### src/rtl/fp_trap_arbiter.sv
module fp_trap_arbiter #(
  parameter int VEC_W    = 8,
  parameter int VEC_BASE = 48
) (
  input  logic             clk,
  input  logic             rst_n,
  input  logic             done,
  input  logic [7:0]       exc_flags,
  input  logic [3:0]       nm_cond,
  input  logic             sts_we,
  input  logic [7:0]       sts_wdata,
  input  logic             ctl_we,
  input  logic [7:0]       ctl_wdata,
  output logic [7:0]       exc_byte,
  output logic [7:0]       en_byte,
  output logic             trap_req,
  output logic [2:0]       trap_class,
  output logic [VEC_W-1:0] trap_vec
);

  localparam logic [7:0] HW_SET_MASK = 8'hFE;

  logic [7:0] raised, nm_vec, cand;
  logic [2:0] win;
  logic       fire;

  assign raised = exc_flags & HW_SET_MASK;
  assign nm_vec = {1'b0, nm_cond, 3'b000};
  assign cand   = raised & (en_byte | nm_vec);
  assign fire   = done && (cand != 8'h00);

  always_comb begin
    win = 3'd0;
    for (int i = 0; i < 8; i++)
      if (cand[i]) win = 3'(i);
  end

  function automatic logic [2:0] vec_off(input logic [2:0] cls);
    case (cls)
      3'd7:    vec_off = 3'd0;
      3'd6:    vec_off = 3'd6;
      3'd5:    vec_off = 3'd4;
      3'd4:    vec_off = 3'd5;
      3'd3:    vec_off = 3'd3;
      3'd2:    vec_off = 3'd2;
      default: vec_off = 3'd1;
    endcase
  endfunction

  always_ff @(posedge clk) begin
    if (!rst_n) begin
      exc_byte   <= '0;
      en_byte    <= '0;
      trap_req   <= 1'b0;
      trap_class <= '0;
      trap_vec   <= '0;
    end else begin
      if (sts_we)    exc_byte <= sts_wdata;
      else if (done) exc_byte <= {raised[7:1], exc_byte[0]};
      if (ctl_we)    en_byte  <= ctl_wdata;
      trap_req <= fire;
      if (fire) begin
        trap_class <= win;
        trap_vec   <= VEC_W'(VEC_BASE) + VEC_W'(vec_off(win));
      end
    end
  end

  // a request only ever follows an instruction-complete cycle
  p_only_after_done_r7: assert property (@(posedge clk) disable iff (!rst_n)
    !$past(done) |-> !trap_req);

  // INEX1 moves only through a software write
  p_inex1_latch_r3: assert property (@(posedge clk) disable iff (!rst_n)
    !$past(sts_we) |-> exc_byte[0] == $past(exc_byte[0]));

  // enable byte changes only on a write
  p_enable_hold_r5: assert property (@(posedge clk) disable iff (!rst_n)
    !$past(ctl_we) |-> $stable(en_byte));

  // the reported class is among the flags recorded
  p_winner_recorded_r9: assert property (@(posedge clk) disable iff (!rst_n)
    (trap_req && !$past(sts_we)) |-> exc_byte[trap_class]);

  // a disabled class can win only through a nonmaskable condition
  p_disabled_is_nm_r8: assert property (@(posedge clk) disable iff (!rst_n)
    trap_req |-> ((($past(en_byte) >> trap_class) & 8'h01) != 8'h00)
                 || (trap_class inside {3'd3, 3'd4, 3'd5, 3'd6}));

  // class and vector hold between traps
  p_report_hold_r10: assert property (@(posedge clk) disable iff (!rst_n)
    !trap_req |-> ($stable(trap_class) && $stable(trap_vec)));

endmodule

### config.mk
export PLATFORM = sky130hd
export DESIGN_NAME = fp_trap_arbiter
export DESIGN_NICKNAME = d
export VERILOG_FILES = /design/src/rtl/fp_trap_arbiter.sv
export SDC_FILE = /design/constraint.sdc
export NUM_CORES = 1
export LEC_CHECK = 0
export BUFFER_PORTS_ARGS = -buffer_cell sky130_fd_sc_hd__buf_2
export CAP_MARGIN = 20
export CORE_AREA = 2 2 54 56
export CTS_CLUSTER_SIZE = 16
export DETAILED_ROUTE_END_ITERATION = 16
export DIE_AREA = 0 0 56 58
export PLACE_DENSITY = 0.76
export REMOVE_ABC_BUFFERS = 1
export SETUP_SLACK_MARGIN = 0.3
export SLEW_MARGIN = 20
export SYNTH_ARGS = -nofsm -noshare
export SYNTH_HDL_FRONTEND = slang
export SYNTH_SLANG_ARGS = --single-unit
export TNS_END_PERCENT = 50
### constraint.sdc
create_clock -name clk -period 2 [get_ports clk]
set_clock_uncertainty 0.15 [all_clocks]
set_input_delay 0.4 -clock clk [delete_from_list [all_inputs] [get_ports clk]]
set_output_delay 0.4 -clock clk [all_outputs]
set_load 0.1 [all_outputs]
==> After elaboration in Yosys (flattened, before gate mapping) <==
Index checks and enable logic that the tools add are counted.
{ "word_totals": {"register_bits": 28, "in_bits": 33, "output_inout_bits": 28, "word_cells": 30} }
{ "op_classes": {"addsub": 1, "n_eq_ne": 6, "muxes": 12, "bitwise_logic": 2, "n_reduce_logical": 3} }
{ "ops": {"columns": ["operator", "count"], "rows": [
  ["$mux 3", 7],
  ["$pmux 3 s6", 1],
  ["$mux 8", 2],
  ["$eq 3x3->1 const B", 4],
  ["$and 8x8->8", 1],
  ["$or 8x7->8", 1],
  ["$reduce_bool 8->1", 1],
  ["$add 6x3->7 const A", 1],
  ["$eq 3x2->1 const B", 2],
  ["$mux 2", 1],
  ["$reduce_bool 2->1", 1],
  ["$logic_and 1x1->1", 1],
  ["$mux 1", 1]
]} }

==> Logic depth before layout (Yosys ltp) <==
{ "depth": {"depth_word": 14, "mapped_depth": 5} }

==> Worst setup path after synthesis <==
No wires, ideal clock.
{ "synth_timing": {"path_type": "flip-flop to flip-flop", "startpoint": "register en_byte[1]", "endpoint": "register trap_vec[0]", "setup_ns": 0.069, "arrival_ns": 1.890, "t_required_ns": 1.781, "setup_slack_ns": -0.110, "path_stages_with_launch": 6, "cell_sequence": "dfxtp_1 nand2_1 o21ai_0 a31oi_1 a2111o_1 o21ai_2"} }
{ "synth_between": {"elab_chain_cells": 14, "elab_cells_between_ends": 21, "classes_between": "add/sub: 1; eq/ne: 6; mux: 10; bitwise: 2; reduce/logical: 2"} }
{ "synth_lines": {"columns": ["element", "line_no", "rtl"], "rows": [
  ["start, declared", "15", "output logic [7:0] en_byte,"],
  ["start signal, assigned", "60", "if (ctl_we) en_byte <= ctl_wdata;"],
  ["$or 8x7->8 *", "29", "assign cand = raised & (en_byte | nm_vec);"],
  ["$and 8x8->8 *", "29", null],
  ["$mux 1", "35", "if (cand[i]) win = 3'(i);"],
  ["$mux 2", "35", null],
  ["$mux 3 (5 in a row)", "35", null],
  ["$eq 3x2->1 / $eq 3x3->1 (equally long branches)", "39", "case (cls)"],
  ["$pmux 3 s6", "39", null],
  ["$mux 3", "62", "if (fire) begin"],
  ["$mux 3", "51", "if (!rst_n) begin"],
  ["$add 6x3->7", "64", "trap_vec <= VEC_W'(VEC_BASE) + VEC_W'(vec_off(win));"],
  ["end signal, assigned", "64", null],
  ["end, declared", "18", "output logic [VEC_W-1:0] trap_vec"]
]} }
Mark *: on every way between the ends. The rest lies on a longest branch, timed or not. The select of a mux whose other input is x is not followed.
A chain may end at the register's enable or synchronous reset.

==> results by group <==
Synth
  – Post-synthesis compound-gate area fraction: between 10% and 20%
  – Seq/Total Area, Yosys: 43.2%
  – Synth Area in Simple Gates: a little over a fifth
  – Post-synthesis cell type count: 25
  – YS warnings: 0
  – Avg Synthesized Cell Area: around 9.1 µm²
  – Post-synth EDFFs: 0
  – Post-synth top area share: a little over two fifths
  – Top post-synthesis cells by count: 24 x dfxtp_1, 17 x nand2_1, 16 x mux2i_1
  – Cell with the most instances after synthesis: dfxtp_1
  – Share of synthesized cell area in full adder, half adder and majority cells: 0%
  – Area leader, netlist: dfxtp_1
  – Synth area leaders: dfxtp_1 43%, mux2i_1 14%, nor2b_1 6.2%, nand2_1 5.7%, and2_1 5.6%
  – Mapped Cells: ~120
  – Ys async rst share: 0%
  – Synth Cell Area: ~1100 µm²
  – Top FF cell, synth: dfxtp_1
  – Post-synthesis xor/xnor area fraction: 0%
  – Mux contribution to synthesized area: 14.4%
  – Largest family of logic cells by synthesized area: simple AND/OR/NAND/NOR gates
  – Seq cells post-synth: 24

Placed design
  – Placed cell count: around 200
  – PortBufs: 56
  – Detailed Place HPWL: roughly 2000 µm
  – GP Congestion: between 0.8 and 0.9
  – DP Worst Slack: 0.320 ns

Global routing
  – Vias in the first global route: ~1000
  – GRT overflow: 0
  – Initial antenna violation count: 0
  – Tot GR Track Use: between 10% and 20%
  – Pin count of the biggest net entering global routing: 26
  – First-pass GRT wire length: between 4000 and 5000 µm

Clock tree
  – Clock Pin Slew Worst Setup and Hold Paths: around 0.14 ns
  – CTS resizes: 2
  – Clk_lat worst skew: between 0.3 and 0.4 ns
  – # Post-CTS Setup Buffers: 0
  – CTS Hold Bufs: 0
  – Clock Tree Root: clkbuf_4
  – CTS Buf Count: 3
  – CTS tree: done
  – H-tree depth: 1
  – CTS max path bufs: 2
  – Num Clock Sinks: 24

Pwr
  – VDD IR max: roughly 0.75 mV
  – P_leak: about 0.00073 µW
  – PwrDens: 933 nW/µm²

Drt
  – Final Routed Wirelength: 2600 µm
  – Wire length per cell: ~13 µm
  – DR vias/cell: 4.93
  – Via Count: roughly 1000
  – Antenna-violating nets left: 0
  – DRT iter0 DRCs: 10
  – First-pass DRT Iterations: 3
  – Drt drc: 0

STA
  – Worst setup margin: 0.336 ns
  – Post-route minimum period: between 1.5 and 2 ns
  – Fin crit share: a little over four fifths
  – Count of final hold-check violations: 0
  – RSZ-0062 raised after global routing: true
  – Max frequency: ~600 MHz
  – WHS: approximately 0.18 ns
  – Setup TNS: 0 ns
  – Final setup viols: 0
  – Slew Limit Fails: 0

Cells and area
  – Fin cells: roughly 210
  – Ant diodes: 0
  – Fill cell count: 262
  – Final net count: 210
  – Layout cells sized above 1: between 30 and 40%
  – Fin util: a little over half
  – P&R area growth vs syn: 31.8%

Floorplan
  – Die Ht: 58 µm
  – Die Wd: roughly 56 µm
  – Initial Util: 41.7%
  – Die ar.: roughly 3200 µm²
  – Core Area: between 2000 and 3000 µm²
  – I/O pins: 61
  – # rows: 19

Critical path
  – CP Buf/Inv Count: 1
  – Critical path, cell by cell: buf_2
  – CP Capture Type: primary output
  – Critical path's top delay family: buffers and inverters
  – Reg-to-reg critical path startpoint: en_byte[3]
  – R2R cell count: 5
  – Startpoint Class: register
  – CP endpoint: trap_vec[5]
  – WP data required: around 1.5 ns
  – CP max stage delay: 0.43 ns
  – Worst-path fanout max: 3
  – Worst r2r dst: trap_vec[0]
  – Crit Path Class: reg2out
  – R2R setup slack: around 0.45 ns
  – CP startpoint: trap_vec[4]
  – WP data arrival: around 1.1 ns
  – Slowest-stage cell, CP: buf_2
  – Critical path depth: 1

Flow run
  – Number of max-cap violations: 0

Status
  – Status: finished, final reports clean

Min path
  – Hold Crit Class: in2reg
  – Hold Crit Depth: 3
sequential cells by signal, indices dropped and copies added (netlist names):
register,cells
en_byte,8
exc_byte,8
trap_vec,4
trap_class,3
trap_req,1
stage by stage:
stage / cell area (µm²) / total power (µW)
after detailed placement: 1390 / 1020
after floorplan: 1070 / 915
after CTS: 1450 / 1370
after global placement: 1390 / 1010
final: 1460 / 1370
after global routing: 1460 / 1420
routing by layer:
layer	GRT usage [%]	vias to the layer above	routed length [µm]
met5	0	-	0
met4	7.48	0	29
met3	4.91	4	218
met2	27.2	38	1270
met1	19.5	458	1080
li1	-	520	-
cell usage in the layout (no fill, tap or decap), types with 8 or more instances in the layout:
cell      instances
buf_2            49
dfxtp_1          24
nand2_1          17
mux2i_1          16
nor2b_1          11
and2_1           10
o21ai_1           8
clkbuf_4          8
where the power goes:
part / switching [µW] / internal [µW] / total, µW
clock: 151 / 202 / 353
sequential: 19.8 / 512 / 532
combinational: 376 / 104 / 480
tightest hold or removal path, stage by stage:
cell and delay, ns:
buf_2 0.08, mux2i_1 0.05, nor2b_1 0.09
kinds of logic after synthesis:
kind of cell           after synthesis
flip-flops                          24
other                                1
buffers and inverters               10
AND/OR/NAND/NOR                     46
multiplexers                        16
AO/OA/AOI/OAI                       25
worst min path at each step:
| stage | start | endpoint |
|---|---|---|
| 2_1_floorplan | rst_n | trap_vec[4] |
| 3_3_place_gp | trap_vec[1] | trap_vec[1] |
| 5_1_grt | ctl_wdata[1] | en_byte[1] |
| 3_5_place_dp | trap_vec[1] | trap_vec[1] |
| 6_report | ctl_wdata[0] | en_byte[0] |
| 4_1_cts | ctl_wdata[0] | en_byte[0] |
area by class of cell:
cell class | count | area, µm² | share of cell area (%)
multi-input combinational | 90 | 583 | 39.8
sequential | 24 | 480 | 32.8
timing repair buffer | 57 | 305 | 20.9
tap | 31 | 38.8 | 2.65
clock inverter | 1 | 30.0 | 2.05
clock buffer | 3 | 22.5 | 1.54
inverter | 1 | 3.75 | 0.256
(Power assumes the default switching activity.)
